`src/rtl/pirq_pkg.sv`:
```
package pirq_pkg;

  localparam int ROUTE_IDX_W = 3;
  localparam int MARK_IDX_W  = 1;
  localparam int IRQ_W       = 4;
  localparam int CODE_W      = 3;

  // Decoded write strobes handed from control to datapath
  typedef struct packed {
    logic                   routeWr;
    logic [ROUTE_IDX_W-1:0] routeIdx;
    logic                   markWr;
    logic [MARK_IDX_W-1:0]  markIdx;
    logic                   convWr;
    logic                   recalc;
  } strobe_t;

  // Sparse steering table: code 0 means unrouted
  function automatic logic [IRQ_W-1:0] codeToIrq(input logic [CODE_W-1:0] code);
    case (code)
      3'd1:    return 4'd5;
      3'd2:    return 4'd9;
      3'd3:    return 4'd10;
      3'd4:    return 4'd11;
      3'd5:    return 4'd12;
      3'd6:    return 4'd14;
      3'd7:    return 4'd15;
      default: return 4'd0;
    endcase
  endfunction

endpackage

```
`src/rtl/pirq_ctrl.sv`:
```
module pirq_ctrl
  import pirq_pkg::*;
#(
  parameter int ADDR_W      = 8,
  parameter int ROUTE_BASE  = 'h88,
  parameter int ROUTE_SLOTS = 8,
  parameter int MARK_BASE   = 'h80,
  parameter int MARK_SLOTS  = 2,
  parameter int CONV_ADDR   = 'h53
) (
  input  logic              cfgWrEn,
  input  logic [ADDR_W-1:0] cfgAddr,
  output strobe_t           strb
);

  logic [ADDR_W-1:0] routeOff;
  logic [ADDR_W-1:0] markOff;
  logic              routeHit;
  logic              markHit;
  logic              convHit;

  always_comb begin
    routeOff = cfgAddr - ADDR_W'(ROUTE_BASE);
    markOff  = cfgAddr - ADDR_W'(MARK_BASE);
    routeHit = cfgWrEn && (routeOff < ADDR_W'(ROUTE_SLOTS));
    markHit  = cfgWrEn && (markOff < ADDR_W'(MARK_SLOTS));
    convHit  = cfgWrEn && (cfgAddr == ADDR_W'(CONV_ADDR));

    strb.routeWr  = routeHit;
    strb.routeIdx = routeOff[ROUTE_IDX_W-1:0];
    strb.markWr   = markHit;
    strb.markIdx  = markOff[MARK_IDX_W-1:0];
    strb.convWr   = convHit;
    // Any write in the routing window or to the control byte rebuilds the vector
    strb.recalc   = routeHit || convHit;
  end

endmodule

```
`src/rtl/pirq_datapath.sv`:
```
module pirq_datapath
  import pirq_pkg::*;
#(
  parameter int NUM_PINS   = 4,
  parameter int NUM_LINES  = 16,
  parameter int DATA_W     = 8,
  parameter int MARK_SLOTS = 2,
  parameter int CONV_BIT   = 3,
  parameter int CONV_RESET = 'h90
) (
  input  logic                      clk,
  input  logic                      rstN,
  input  strobe_t                   strb,
  input  logic [DATA_W-1:0]         wrData,
  output logic [NUM_PINS*IRQ_W-1:0] pinIrq,
  output logic [NUM_PINS-1:0]       pinValid,
  output logic [NUM_LINES-1:0]      elcrOut
);

  localparam int NIB_W      = DATA_W / 2;
  localparam int NUM_FIELDS = MARK_SLOTS * 2;
  localparam logic [DATA_W-1:0] CONV_RST_V = DATA_W'(CONV_RESET);
  localparam logic CONV_INIT = CONV_RST_V[CONV_BIT];

  logic [CODE_W-1:0]    pinCode [NUM_PINS];
  logic [DATA_W-1:0]    markReg [MARK_SLOTS];
  logic                 convEn;
  logic                 convNext;
  logic [NUM_LINES-1:0] elcrReg;
  logic [NUM_LINES-1:0] touchMask;
  logic [NUM_LINES-1:0] setMask;

  // Per-pin code storage; two pins share one routing byte
  for (genvar i = 0; i < NUM_PINS; i++) begin : g_pin
    always_ff @(posedge clk or negedge rstN) begin
      if (!rstN) begin
        pinCode[i] <= '0;
      end else if (strb.routeWr && strb.routeIdx == ROUTE_IDX_W'(i / 2)) begin
        pinCode[i] <= wrData[(i % 2) * NIB_W +: CODE_W];
      end
    end
    assign pinIrq[i*IRQ_W +: IRQ_W] = codeToIrq(pinCode[i]);
    assign pinValid[i]              = (pinCode[i] != '0);
  end

  for (genvar k = 0; k < MARK_SLOTS; k++) begin : g_mark
    always_ff @(posedge clk or negedge rstN) begin
      if (!rstN) begin
        markReg[k] <= '0;
      end else if (strb.markWr && strb.markIdx == MARK_IDX_W'(k)) begin
        markReg[k] <= wrData;
      end
    end
  end

  always_ff @(posedge clk or negedge rstN) begin
    if (!rstN) begin
      convEn <= CONV_INIT;
    end else if (strb.convWr) begin
      convEn <= wrData[CONV_BIT];
    end
  end

  // The enable used by a rebuild is the one being written, if any
  assign convNext = strb.convWr ? wrData[CONV_BIT] : convEn;

  // Clear-then-set masks over the marking fields
  always_comb begin
    logic [NIB_W-1:0]  nib;
    logic [CODE_W-1:0] code;
    logic [IRQ_W-1:0]  line;
    touchMask = '0;
    setMask   = '0;
    for (int f = 0; f < NUM_FIELDS; f++) begin
      nib  = markReg[f / 2][(f % 2) * NIB_W +: NIB_W];
      code = nib[CODE_W-1:0];
      line = codeToIrq(code);
      if (code != '0) begin
        touchMask[line] = 1'b1;
        if (convNext && nib[NIB_W-1]) begin
          setMask[line] = 1'b1;
        end
      end
    end
  end

  always_ff @(posedge clk or negedge rstN) begin
    if (!rstN) begin
      elcrReg <= '0;
    end else if (strb.recalc) begin
      elcrReg <= (elcrReg & ~touchMask) | setMask;
    end
  end

  assign elcrOut = elcrReg;

endmodule

```
`src/rtl/pirq_router.sv`:
```
module pirq_router
  import pirq_pkg::*;
#(
  parameter int ADDR_W      = 8,
  parameter int DATA_W      = 8,
  parameter int NUM_PINS    = 4,
  parameter int NUM_LINES   = 16,
  parameter int ROUTE_BASE  = 'h88,
  parameter int ROUTE_SLOTS = 8,
  parameter int MARK_BASE   = 'h80,
  parameter int MARK_SLOTS  = 2,
  parameter int CONV_ADDR   = 'h53,
  parameter int CONV_BIT    = 3,
  parameter int CONV_RESET  = 'h90
) (
  input  logic                      clk,
  input  logic                      rstN,
  input  logic                      cfgWrEn,
  input  logic [ADDR_W-1:0]         cfgAddr,
  input  logic [DATA_W-1:0]         cfgData,
  output logic [NUM_PINS*IRQ_W-1:0] pinIrq,
  output logic [NUM_PINS-1:0]       pinValid,
  output logic [NUM_LINES-1:0]      elcrOut
);

  strobe_t strb;

  pirq_ctrl #(
    .ADDR_W     (ADDR_W),
    .ROUTE_BASE (ROUTE_BASE),
    .ROUTE_SLOTS(ROUTE_SLOTS),
    .MARK_BASE  (MARK_BASE),
    .MARK_SLOTS (MARK_SLOTS),
    .CONV_ADDR  (CONV_ADDR)
  ) u_ctrl (
    .cfgWrEn(cfgWrEn),
    .cfgAddr(cfgAddr),
    .strb   (strb)
  );

  pirq_datapath #(
    .NUM_PINS  (NUM_PINS),
    .NUM_LINES (NUM_LINES),
    .DATA_W    (DATA_W),
    .MARK_SLOTS(MARK_SLOTS),
    .CONV_BIT  (CONV_BIT),
    .CONV_RESET(CONV_RESET)
  ) u_dp (
    .clk     (clk),
    .rstN    (rstN),
    .strb    (strb),
    .wrData  (cfgData),
    .pinIrq  (pinIrq),
    .pinValid(pinValid),
    .elcrOut (elcrOut)
  );

endmodule

```
`config.mk`:
```
export PLATFORM = sky130hd
export DESIGN_NAME = pirq_router
export DESIGN_NICKNAME = d
export VERILOG_FILES = /design/src/rtl/pirq_pkg.sv /design/src/rtl/pirq_ctrl.sv /design/src/rtl/pirq_datapath.sv /design/src/rtl/pirq_router.sv
export SDC_FILE = /design/constraint.sdc
export NUM_CORES = 1
export LEC_CHECK = 0
export ABC_CLOCK_PERIOD_IN_PS = 1400
export BUFFER_PORTS_ARGS = -buffer_cell sky130_fd_sc_hd__buf_2
export CAP_MARGIN = 10
export CORE_MARGIN = 1.5
export CORE_UTILIZATION = 45
export CTS_CLUSTER_SIZE = 14
export DETAILED_ROUTE_END_ITERATION = 10
export MAX_ROUTING_LAYER = met4
export PLACE_DENSITY_LB_ADDON = 0.3
export SLEW_MARGIN = 20
export SYNTH_ARGS = -nofsm -noshare
export SYNTH_HDL_FRONTEND = slang
export SYNTH_HIERARCHICAL = 1
export SYNTH_SLANG_ARGS = --single-unit
```
`constraint.sdc`:
```
create_clock -name clk -period 1.4 [get_ports clk]
set_input_delay 0.21 -clock clk [delete_from_list [all_inputs] [get_ports clk]]
set_output_delay 0.21 -clock clk [all_outputs]
set_load 0.02 [all_outputs]
```
-- Word-level counts from Yosys, hierarchy flattened
Index checks and enable logic that the tools add are counted.
- add/subtract/negate cells: 2
- $lt $le $gt $ge: 10
- equal/unequal tests: 58
- multiplexer cells: 29
- bitwise logic cells: 10
- reduce and logical (&&, ||, !) cells: 25
- operators by type and width (operator ; number):
    4-bit one-hot mux with 7 select lines ; 8
    16-bit 2-to-1 mux ; 12
    16-bit OR ; 7
    3-bit equality test, second input constant ; 32
    3-bit by 2-bit equality test with 1-bit output, second input constant ; 16
    3-bit by 1-bit equality test with 1-bit output, second input constant ; 9
    3-bit nonzero test ; 8
    4-bit by 5-bit less-than comparator with 1-bit output, second input constant ; 4
    16-bit bitwise AND ; 1
    1-bit demux with 4-bit select ; 4
    4-bit by 1-bit >= comparator with 1-bit output, second input constant ; 4
    16-bit NOT ; 1
    8-bit subtractor, second input constant ; 2
    1-bit logical AND ; 15
    8-bit by 7-bit equality test with 1-bit output, second input constant ; 1
    8-bit by 2-bit less-than comparator with 1-bit output, second input constant ; 1
    8-bit by 4-bit less-than comparator with 1-bit output, second input constant ; 1
    1-bit 2-to-1 mux ; 5
    3-bit logical NOT ; 1
    1-bit logical OR ; 1
    1-bit NOT ; 1
- bits in registers: 45
- output and inout bits: 36
- word-level logic and storage cells: 142

-- Longest topological paths before layout
Gate-level depths: netlist of run 1.
- depth in word-level cells: 18
- mapped depth: 8
- gate-level depth less buffers: 7

-- Hierarchy
Netlist of run 1, hierarchy kept.
- modules (own cells, without submodules) (module ; instances ; cells an instance ; area an instance (µm²)):
    pirq_datapath ; 1 ; 212 ; 2397.3
    pirq_ctrl ; 1 ; 20 ; 143.9

-- Worst setup path after synthesis of run 1
Ideal clock, no wire load.
- path kind: input to register
- start: input port cfgAddr[3]
- end: register u_dp.elcrReg[5] (netlist: u_dp/elcrOut[5])
- arrival time: 1.743 ns
- required time: 1.279 ns
- setup slack: -0.464 ns
- cell stages on the path: 8
- cell sequence: or3_4 > nor3_2 > buf_4 > mux2_4 > buf_6 > nand4_1 > nand4_1 > a22o_1
- cells in the longest elaborated chain, start to end: 16
- ends and longest elaborated chain (element ; RTL line ; source):
    start, declared ; pirq_router.sv:19 ; input logic [ADDR_W-1:0] cfgAddr,
    8-bit by 7-bit equality test with 1-bit output * ; pirq_ctrl.sv:27 ; convHit = cfgWrEn && (cfgAddr == ADDR_W'(CONV_ADDR));
    1-bit logical AND * ; pirq_ctrl.sv:27 ;
    net u_ctrl.convHit ; pirq_ctrl.sv:20 ; logic convHit;
    1-bit 2-to-1 mux ; pirq_datapath.sv:65 ; assign convNext = strb.convWr ? wrData[CONV_BIT] : convEn;
    1-bit logical AND ; pirq_datapath.sv:80 ; if (convNext && nib[NIB_W-1]) begin
    16-bit 2-to-1 mux ; pirq_datapath.sv:80 ;
    16-bit 2-to-1 mux ; pirq_datapath.sv:78 ; if (code != '0) begin
    16-bit OR (no source line) ; - ;
    16-bit 2-to-1 mux ; pirq_datapath.sv:80 ;
    16-bit 2-to-1 mux ; pirq_datapath.sv:78 ;
    16-bit OR (no source line) ; - ;
    16-bit 2-to-1 mux ; pirq_datapath.sv:80 ;
    16-bit 2-to-1 mux ; pirq_datapath.sv:78 ;
    16-bit OR (no source line) ; - ;
    16-bit 2-to-1 mux ; pirq_datapath.sv:80 ;
    16-bit 2-to-1 mux ; pirq_datapath.sv:78 ;
    16-bit OR ; pirq_datapath.sv:91 ; elcrReg <= (elcrReg & ~touchMask) | setMask;
    end signal, assigned ; pirq_datapath.sv:91 ;
    end, declared ; pirq_datapath.sv:29 ; logic [NUM_LINES-1:0] elcrReg;
The timed path passes the listed nets; every way through them passes the cells marked *.
A chain may end at the register's enable or synchronous reset.

==> results of run 1 <==
-- layer usage --
| metal | routed length, µm | track usage (%) |
|---|---|---|
| met1 | 2837 | 30.04 |
| met2 | 3494 | 37.30 |
| met3 | 427 | 4.884 |
| met4 | 119 | 8.214 |
| met5 | 0 | - |
-- state kept, by name (all words and copies together) (netlist names) --
| name | flops |
|---|---|
| u_dp/elcrOut | 16 |
| u_dp/markReg | 16 |
| u_dp/pinCode | 12 |
| u_dp/convEn | 1 |
-- cell type report --
type | instances | share of cell area, %
multi-input cells | 159 | 41.19
well taps | 72 | 2.503
repair buffers | 98 | 20.96
clock buffers | 6 | 2.294
inverters | 4 | 0.9037
clock inverters | 2 | 0.4866
flip-flops and latches | 45 | 31.66
-- layout by cell type (no fill, tap or decap), types with 5 or more instances in the layout --
| master | Yosys | final |
|---|---|---|
| sky130_fd_sc_hd__dfrtp_2 | 0 | 11 |
| sky130_fd_sc_hd__buf_2 | 6 | 33 |
| sky130_fd_sc_hd__nor2b_1 | 14 | 14 |
| sky130_fd_sc_hd__dfrtp_1 | 45 | 34 |
| sky130_fd_sc_hd__buf_4 | 7 | 40 |
| sky130_fd_sc_hd__mux2_4 | 1 | 23 |
| sky130_fd_sc_hd__mux2_2 | 35 | 15 |
| sky130_fd_sc_hd__nand4_1 | 24 | 24 |
| sky130_fd_sc_hd__nand4b_1 | 5 | 5 |
| sky130_fd_sc_hd__buf_6 | 2 | 23 |
| sky130_fd_sc_hd__a22o_1 | 12 | 12 |
| sky130_fd_sc_hd__clkbuf_8 | 0 | 6 |
| sky130_fd_sc_hd__nand3_1 | 9 | 7 |
| sky130_fd_sc_hd__nand2_1 | 7 | 6 |
-- power by group through the flow --
stage	clock, W	combinational [W]	sequential (W)
after global placement	0	0.000516	0.00143
final	0.000878	0.000703	0.00142
after detailed placement	0	0.000524	0.00143
after floorplan	0	0.000321	0.00142
after global routing	0.000954	0.000743	0.00143
after CTS	0.000910	0.000622	0.00141
-- repair_timing --
item                                    in CTS  in global routing
hold endpoints to repair                    14                  0
hold buffers                                 1                  0
setup buffers                               10                  4
gates cloned                                 2                  0
gates resized for setup                     53                 29
endpoints found under the setup margin      46                 53
pin swaps                                   14                 14
-- cell families (layout without fill, tap and decap cells) --
logic type | Yosys count | after routing | share of synthesized area (%)
AND/OR/NAND/NOR | 84 | 84 | 21.17
flip-flops | 45 | 45 | 44.31
multiplexers | 36 | 38 | 16.10
buffers and inverters | 30 | 110 | 6.351
AO/OA/AOI/OAI | 27 | 27 | 8.469
XOR/XNOR | 9 | 9 | 3.102
adder cells (fa/ha/maj) | 1 | 1 | 0.4923
-- stage by stage --
| stage | cells | setup TNS [ps] |
|---|---|---|
| after global routing | 386 | -7012 |
| final | 386 | -3915 |
| after floorplan | 232 | -7278 |
| after detailed placement | 361 | -14650 |
| after global placement | 361 | -13990 |
| after CTS | 382 | -4239 |
-- worst max-delay path: cells and delay by family --
| family | cells | cell delay, ps |
|---|---|---|
| buffers and inverters | 2 | 240 |
| AND/OR/NAND/NOR | 4 | 770 |
| AO/OA/AOI/OAI | 1 | 210 |
| multiplexers | 1 | 350 |
-- worst max-delay path by stage --
stage | startpoint | to | depth (start not counted)
floorplan | cfgAddr[3] | u_dp/elcrOut[5] | 8
global placement | cfgAddr[3] | u_dp/elcrOut[15] | 7
detailed placement | cfgAddr[3] | u_dp/elcrOut[15] | 7
CTS | cfgAddr[3] | u_dp/elcrOut[11] | 8
global route | cfgAddr[3] | u_dp/elcrOut[5] | 8
finish | cfgAddr[3] | u_dp/elcrOut[14] | 8
==> results.yml, run 1 <==
status:
  status: "complete, but fails checks"
  failed_checks: "setup timing"
synthesis:
  synth_sequential_area_ratio_pct: 44.31
  number_of_flops_mapped_to_enable_cells_by_yosys: 0
  synth_cells: 232
  synth.ff_latch_count: 45
  yosys.area.top_type_share_pct: 44.31
  nets_in_the_synthesized_netlist: 252
  ys_async_sr_fraction_pct: 100.0
  commonest_cells_in_the_netlist: "45 x sky130_fd_sc_hd__dfrtp_1, 35 x sky130_fd_sc_hd__mux2_2, 24 x sky130_fd_sc_hd__nand4_1, 14 x sky130_fd_sc_hd__nor2b_1, 12 x sky130_fd_sc_hd__a22o_1"
  most_instantiated_library_cell_after_synthesis: "sky130_fd_sc_hd__dfrtp_1"
  syn_area_per_cell_um2: 10.95
  syn-cell-area_um2: 2541
  synth.yosys.warnings: 6
  ys_top_cells_by_area: "sky130_fd_sc_hd__dfrtp_1 44%, sky130_fd_sc_hd__mux2_2 16%, sky130_fd_sc_hd__nand4_1 5.9%, sky130_fd_sc_hd__a22o_1 4.1%, sky130_fd_sc_hd__nor2b_1 3.4%"
  postSynth.topFlopCell: "sky130_fd_sc_hd__dfrtp_1"
  area_leader_netlist: "sky130_fd_sc_hd__dfrtp_1"
  post_synth_num_cell_types: 39
routing:
  drt_first_iter_violations: 194
  drtAntennaViolNets: 0
  dr.pass1.iters: 4
  vias: 2223
  wire_per_inst_um: 17.82
  remaining_drc_errors: 0
  vias_per_cell: 5.759
  wl_final_mm: 6.879
placed_design:
  dp_slack_ps: -598.2
  detailedPlacementHpwl_mm: 4.447
  place.gp.congestion: 0.8840
  placed_area_um2: 3078
  port-buffer-count: 54
worst_setup_path:
  cp.arrival_ps: 1790
  worst-r2r-setup-slack_ps: -10
  max_stage_delay_ps: 390
  worstSetupStartpointType: "input port"
  worstReg2RegEnd: "u_dp/elcrOut[5]"
  cp_data_required_time_ps: 1600
  crit_type: "input port to register"
  cpMaxStageDelayCell: "sky130_fd_sc_hd__or3_4"
  path_cells: "buf_6, or3_4, nor3_4, buf_6, mux2_4, nand4_1, nand4_1, a22o_1"
  worstReg2RegStart: "u_dp/markReg[12]"
  worst_r2r_path_depth: 4
  nature_of_the_critical_path_endpoint: "register"
  worstPathMaxFanout: 7
finish:
  final_layout_size_suffix_gt1_share_pct: 57.32
  fillerInstances: 422
  multi_input_comb_area_um2: 1483
  area.sequential_um2: 1140
  final_util_pct: 65.77
  antenna_cells_inserted: 0
  finish.instance_area_um2: 3600
  areaGrowthSynthToFinish_pct: 41.65
  nNetsFinal: 333
timing:
  worst_pin_slew_ps: 394.0
  finalSetupViolations: 43
  report.final.slew_viol_count: 0
  hold_slack_ps: 162.2
  final_min_period_over_clock_period_pct: 113.6
  final_period_minus_worst_setup_slack_ps: 1591
  worst_slack_ps: -191.1
  fmaxAchievable_mhz: 628.5
  finClkSkew_ps: 6.666
  timing_hold_violations_final: 0
  rsz0062_at_grt: "yes"
  timing.max_slew.rel_slack_pct: 73.68
cts:
  cts_num_sinks: 45
  clock_tree_from_tritoncts: "yes"
  ctsLongestPathBuffers: 2
  cts-htree-levels: 2
  worstSkewPairLatency_ps: 300
  clockRootBuffer: "sky130_fd_sc_hd__clkbuf_8"
  cts_clock_pin_slew_for_the_worst_setup_and_hold_paths_ps: 90
  cts_inserted_buffers: 5
power_and_ir_drop:
  p_sw_w: 0.0008741
  seq_power_share_pct: 47.4
  power.leakage_nw: 1.740
  power.switching_fraction_pct: 29.10
  intPower_w: 0.002129
  finalPower_w: 0.003003
  share_comb_of_total_power_pct: 23.4
  vdd_drop_max_mv: 0.3893
  power_per_cell_area_nw_per_um2: 834.4
  clock_power_share_pct: 29.2
worst_hold_path:
  hold-path-cell-count: 2
  hp-start: "cfgData[7]"
  hold-path-endpoint: "u_dp/markReg[15]"
  holdCritPathClass: "input port to register"
run:
  max_cap_violations: 0
grt:
  grt_util_all_layers_pct: 23.52
  grt_max_degree: 32
  grt_pass1_wl_mm: 10.82
  antenna_violations_before_repair: 0
  globalRouteOverflowTotal: 0
  grt_pass1_vias: 2175
floorplan:
  fp.coreArea_um2: 5473
  design.die.area_um2: 6107
  ioPinCount: 55
  std_cell_rows: 27
  initial_standard_cell_utilization_of_the_core_pct: 46.43
  chipWidth_um: 78.15
  die-height_um: 78.15
No activity file was read; power rests on OpenSTA's default activity.
==> run 2: changes to the inputs <==
- SETUP_SLACK_MARGIN: not set -> 0.4
==> results.yml, run 2 (synthesized netlist as in run 1, its figures left out) <==
placed_design:
  port-buffer-count: 54
  dp_slack_ps: -637.0
  detailedPlacementHpwl_mm: 4.442
  placed_area_um2: 3173
  place.gp.congestion: 0.9854
grt:
  grt_util_all_layers_pct: 24.64
  grt_pass1_wl_mm: 11.27
  grt_pass1_vias: 2205
  antenna_violations_before_repair: 0
  grt_max_degree: 30
  globalRouteOverflowTotal: 0
worst_setup_path:
  crit_type: "input port to register"
  worstPathMaxFanout: 8
  cp.arrival_ps: 1790
  worstSetupStartpointType: "input port"
  cp_data_required_time_ps: 1590
  nature_of_the_critical_path_endpoint: "register"
routing:
  vias_per_cell: 5.650
  dr.pass1.iters: 5
  drt_first_iter_violations: 275
  wire_per_inst_um: 17.41
  remaining_drc_errors: 0
  wl_final_mm: 6.861
  drtAntennaViolNets: 0
  vias: 2226
finish:
  most_common_cell_after_layout_fill_and_taps_aside: "sky130_fd_sc_hd__buf_4"
  fillerInstances: 385
  areaGrowthSynthToFinish_pct: 49.29
  nNetsFinal: 342
  area.sequential_um2: 1141
  antenna_cells_inserted: 0
  finish.instance_area_um2: 3794
  multi_input_comb_area_um2: 1513
  most_used_cells_in_the_layout_excluding_fill_and_tap_cells: "50 x sky130_fd_sc_hd__buf_4, 39 x sky130_fd_sc_hd__buf_6, 33 x sky130_fd_sc_hd__dfrtp_1"
  final_layout_size_suffix_gt1_share_pct: 60.56
floorplan:
  fp.coreArea_um2: 5473
  ioPinCount: 55
  die-height_um: 78.15
  chipWidth_um: 78.15
  initial_standard_cell_utilization_of_the_core_pct: 46.43
  design.die.area_um2: 6107
  std_cell_rows: 27
timing:
  worst_pin_slew_ps: 433.5
  worst_slack_ps: -197.5
  finClkSkew_ps: 1.582
  final_min_period_over_clock_period_pct: 114.1
  timing_hold_violations_final: 0
  report.final.slew_viol_count: 0
  fmaxAchievable_mhz: 626.0
  finalSetupViolations: 53
  final_period_minus_worst_setup_slack_ps: 1597
  hold_slack_ps: 148.9
  timing.max_slew.rel_slack_pct: 70.83
  rsz0062_at_grt: "yes"
cts:
  ctsLongestPathBuffers: 2
  cts_num_sinks: 45
  clock_tree_from_tritoncts: "yes"
  clockRootBuffer: "sky130_fd_sc_hd__clkbuf_8"
  cts_inserted_buffers: 5
  worstSkewPairLatency_ps: 300
  cts_clock_pin_slew_for_the_worst_setup_and_hold_paths_ps: 80
  cts-htree-levels: 2
power_and_ir_drop:
  clock_power_share_pct: 27.0
  vdd_drop_max_mv: 0.5085
  power_per_cell_area_nw_per_um2: 778.3
  intPower_w: 0.002089
  power.leakage_nw: 1.817
  p_sw_w: 0.0008637
  power.switching_fraction_pct: 29.25
  seq_power_share_pct: 48.2
  share_comb_of_total_power_pct: 24.8
run:
  max_cap_violations: 0
status:
  status: "complete, but fails checks"
  failed_checks: "setup timing"
worst_hold_path:
  holdCritPathClass: "input port to register"
==> run 2: timing repair <==
action                     in CTS  in global routing
pin swaps                      20                 12
hold endpoints to repair       16                  0
gates cloned                    2                  0
setup endpoints to repair      72                 72
hold buffers                    1                  0
gates resized for setup       110                  7
setup buffers                  14                  3
==> run 2: path summary, 6_finish.rpt <==
kind,from,end,slack [ps],cells after the start
worst max register to register,u_dp/convEn,u_dp/elcrOut[15],-20,4
min in group asynchronous,rstN,u_dp/elcrOut[3],380,2
max in group asynchronous,rstN,u_dp/pinCode[0],520,3
worst min-delay path,cfgData[7],u_dp/markReg[7],150,2
worst min register to register,u_dp/elcrOut[4],u_dp/elcrOut[4],400,0
worst max-delay path,cfgAddr[3],u_dp/markReg[9],-200,6
==> run 2: metal layers <==
layer  GRT usage, %  part of all wire [%]  up-vias  wire [µm]
met5              -                     0        -          0
met4          8.571                   2.3        0        161
met3          6.047                   6.5       20        446
met2          38.70                    50      107       3415
met1          31.16                    41     1067       2837
li1               -                     -     1032          -
==> run 2: through the flow <==
stage | utilization, % | power, W | TNS (ps) | cells
final | 69.32 | 0.002953 | -5265 | 394
after global placement | 57.98 | 0.001988 | -14840 | 367
after CTS | 68.27 | 0.002947 | -3354 | 391
after floorplan | - | 0.001771 | -7278 | 232
after detailed placement | 57.98 | 0.001998 | -15520 | 367
after global routing | 69.32 | 0.003088 | -9110 | 394
==> run 2: layout make-up <==
| class | instances | share of cell area, % |
|---|---|---|
| clock buffer | 5 | 1.814 |
| multi-input combinational | 159 | 39.87 |
| clock inverter | 2 | 0.3628 |
| inverter | 4 | 0.8575 |
| tap | 72 | 2.375 |
| timing repair buffer | 107 | 24.64 |
| sequential | 45 | 30.08 |
==> run 2: critical path, cell delays in order <==
cell and delay, ps:
sky130_fd_sc_hd__buf_8 90, sky130_fd_sc_hd__or3_4 390, sky130_fd_sc_hd__nor4_1 340, sky130_fd_sc_hd__nor2b_1 210, sky130_fd_sc_hd__buf_4 190, sky130_fd_sc_hd__mux2_2 350
==> run 2: power groups by stage <==
| stage | logic, W | registers, W | clock network [W] |
|---|---|---|---|
| after floorplan | 0.000352 | 0.00142 | 0 |
| after global placement | 0.000556 | 0.00143 | 0 |
| after detailed placement | 0.000563 | 0.00143 | 0 |
| after CTS | 0.000699 | 0.00142 | 0.000827 |
| after global routing | 0.000775 | 0.00143 | 0.000883 |
| final | 0.000732 | 0.00142 | 0.000798 |
==> run 3: changes to the inputs <==
- CORE_UTILIZATION: 45 -> 33
==> results.yml, run 3 (synthesized netlist as in run 1, its figures left out) <==
status:
  status: "complete, but fails checks"
  failed_checks: "setup timing"
worst_setup_path:
  cp.arrival_ps: 1780
  cpMaxStageDelayCell: "sky130_fd_sc_hd__or3_4"
  nature_of_the_critical_path_endpoint: "register"
  worstSetupStartpointType: "input port"
  path_cells: "buf_6, or3_4, nor3_4, buf_6, mux2_4, nand4_1, nand4_1, a22o_1"
  critical_path.startpoint: "cfgAddr[5]"
  crit_type: "input port to register"
  worstReg2RegEnd: "u_dp/elcrOut[15]"
  worstPathMaxFanout: 7
  worst-r2r-setup-slack_ps: 10
  crit_path_end: "u_dp/elcrOut[14]"
  worst_r2r_path_depth: 4
  cp_data_required_time_ps: 1580
  max_stage_delay_ps: 390
  worstReg2RegStart: "u_dp/convEn"
placed_design:
  port-buffer-count: 54
  detailedPlacementHpwl_mm: 4.314
  place.gp.congestion: 0.8582
grt:
  grt_pass1_vias: 2157
  globalRouteOverflowTotal: 0
  grt_max_degree: 31
  grt_pass1_wl_mm: 11.15
  antenna_violations_before_repair: 0
  grt_util_all_layers_pct: 17.49
cts:
  cts_inserted_buffers: 5
  cts_num_sinks: 45
  cts_clock_pin_slew_for_the_worst_setup_and_hold_paths_ps: 80
  clock_tree_from_tritoncts: "yes"
  cts-htree-levels: 2
  ctsLongestPathBuffers: 2
  clockRootBuffer: "sky130_fd_sc_hd__clkbuf_8"
  worstSkewPairLatency_ps: 300
routing:
  remaining_drc_errors: 0
  vias_per_cell: 5.058
  drtAntennaViolNets: 0
  drt_first_iter_violations: 205
  vias: 2195
  wl_final_mm: 6.774
  wire_per_inst_um: 15.61
  dr.pass1.iters: 4
floorplan:
  ioPinCount: 55
  chipWidth_um: 90.75
  design.die.area_um2: 8236
  fp.coreArea_um2: 7370
  die-height_um: 90.75
  std_cell_rows: 31
  initial_standard_cell_utilization_of_the_core_pct: 34.48
timing:
  rsz0062_at_grt: "yes"
  worst_pin_slew_ps: 389.5
  final_min_period_over_clock_period_pct: 114.2
  worst_slack_ps: -198.9
  timing_hold_violations_final: 0
  timing.max_slew.rel_slack_pct: 74.03
  final_period_minus_worst_setup_slack_ps: 1599
  finalSetupViolations: 29
  finClkSkew_ps: 11.95
  report.final.slew_viol_count: 0
  fmaxAchievable_mhz: 625.4
finish:
  areaGrowthSynthToFinish_pct: 60.36
  final_util_pct: 55.30
  most_common_cell_after_layout_fill_and_taps_aside: "sky130_fd_sc_hd__buf_4"
  most_used_cells_in_the_layout_excluding_fill_and_tap_cells: "59 x sky130_fd_sc_hd__buf_4, 40 x sky130_fd_sc_hd__buf_6, 33 x sky130_fd_sc_hd__dfrtp_1"
  antenna_cells_inserted: 0
  nNetsFinal: 354
  final_layout_size_suffix_gt1_share_pct: 62.69
power_and_ir_drop:
  power.leakage_nw: 1.933
  power_per_cell_area_nw_per_um2: 782.6
  finalPower_w: 0.003189
  vdd_drop_max_mv: 0.3923
worst_hold_path:
  holdCritPathClass: "input port to register"
run:
  max_cap_violations: 0
-- run 3: how the worst min path moves through the flow --
stage	startpoint	end	slack (ps)	cells after the start
finish	cfgData[7]	u_dp/markReg[7]	160	2
global route	cfgData[7]	u_dp/markReg[7]	140	2
CTS	cfgData[7]	u_dp/markReg[7]	160	2
detailed placement	rstN	u_dp/elcrOut[2]	160	1
global placement	rstN	u_dp/elcrOut[8]	160	1
floorplan	rstN	u_dp/convEn	-90	0
-- run 3: final cells by class --
type / instances / area (µm²)
Clock inverter: 1 / 30.03
Inverter: 4 / 32.53
Timing Repair Buffer: 119 / 1064
Tap cell: 99 / 123.9
Multi-Input combinational cell: 159 / 1598
Clock buffer: 7 / 86.33
Sequential cell: 45 / 1141
Fill cell: 616 / 3294
-- run 3: through the flow --
| step | hold slack [ps] | area, µm² | setup TNS [ps] | instances | setup slack [ps] |
|---|---|---|---|---|---|
| 3_3_place_gp | 157.5 | 3167 | -15020 | 387 | -628.2 |
| 6_report | 161.5 | 4075 | -2762 | 434 | -198.9 |
| 3_5_place_dp | 155.5 | 3167 | -16440 | 387 | -638.1 |
| 2_1_floorplan | -85.59 | 2683 | -7278 | 232 | -420.3 |
| 5_1_grt | 135.1 | 4075 | -4837 | 434 | -220.3 |
| 4_1_cts | 156.9 | 3933 | -4306 | 422 | -221.0 |
-- run 3: worst max-delay path, delay by kind of cell --
family,cells,cell delay [ps]
multiplexers,1,340
buffers and inverters,2,240
AND/OR/NAND/NOR,4,750
AO/OA/AOI/OAI,1,230
-- run 3: repair_timing --
action                                 in CTS  in global routing
cloned                                      2                  0
hold buffers                                1                  0
buffers inserted                           24                 12
pin swaps                                  16                 13
setup endpoints to repair                  72                 72
gates resized for setup                   128                 10
endpoints found under the hold margin      15                  0
-- run 3: power breakdown --
part	internal [W]	leakage, nW	switching [W]
combinational	0.000411	1.27	0.000336
clock	0.000582	0.0585	0.000441
sequential	0.00135	0.600	0.0000729
-- run 3: layer usage --
metal	vias to the layer above	GRT usage, %	part of all wire (%)
met5	-	-	0
met4	0	4.894	0.46
met3	4	3.872	4.5
met2	68	26.38	49
met1	1068	23.55	46
li1	1055	-	-
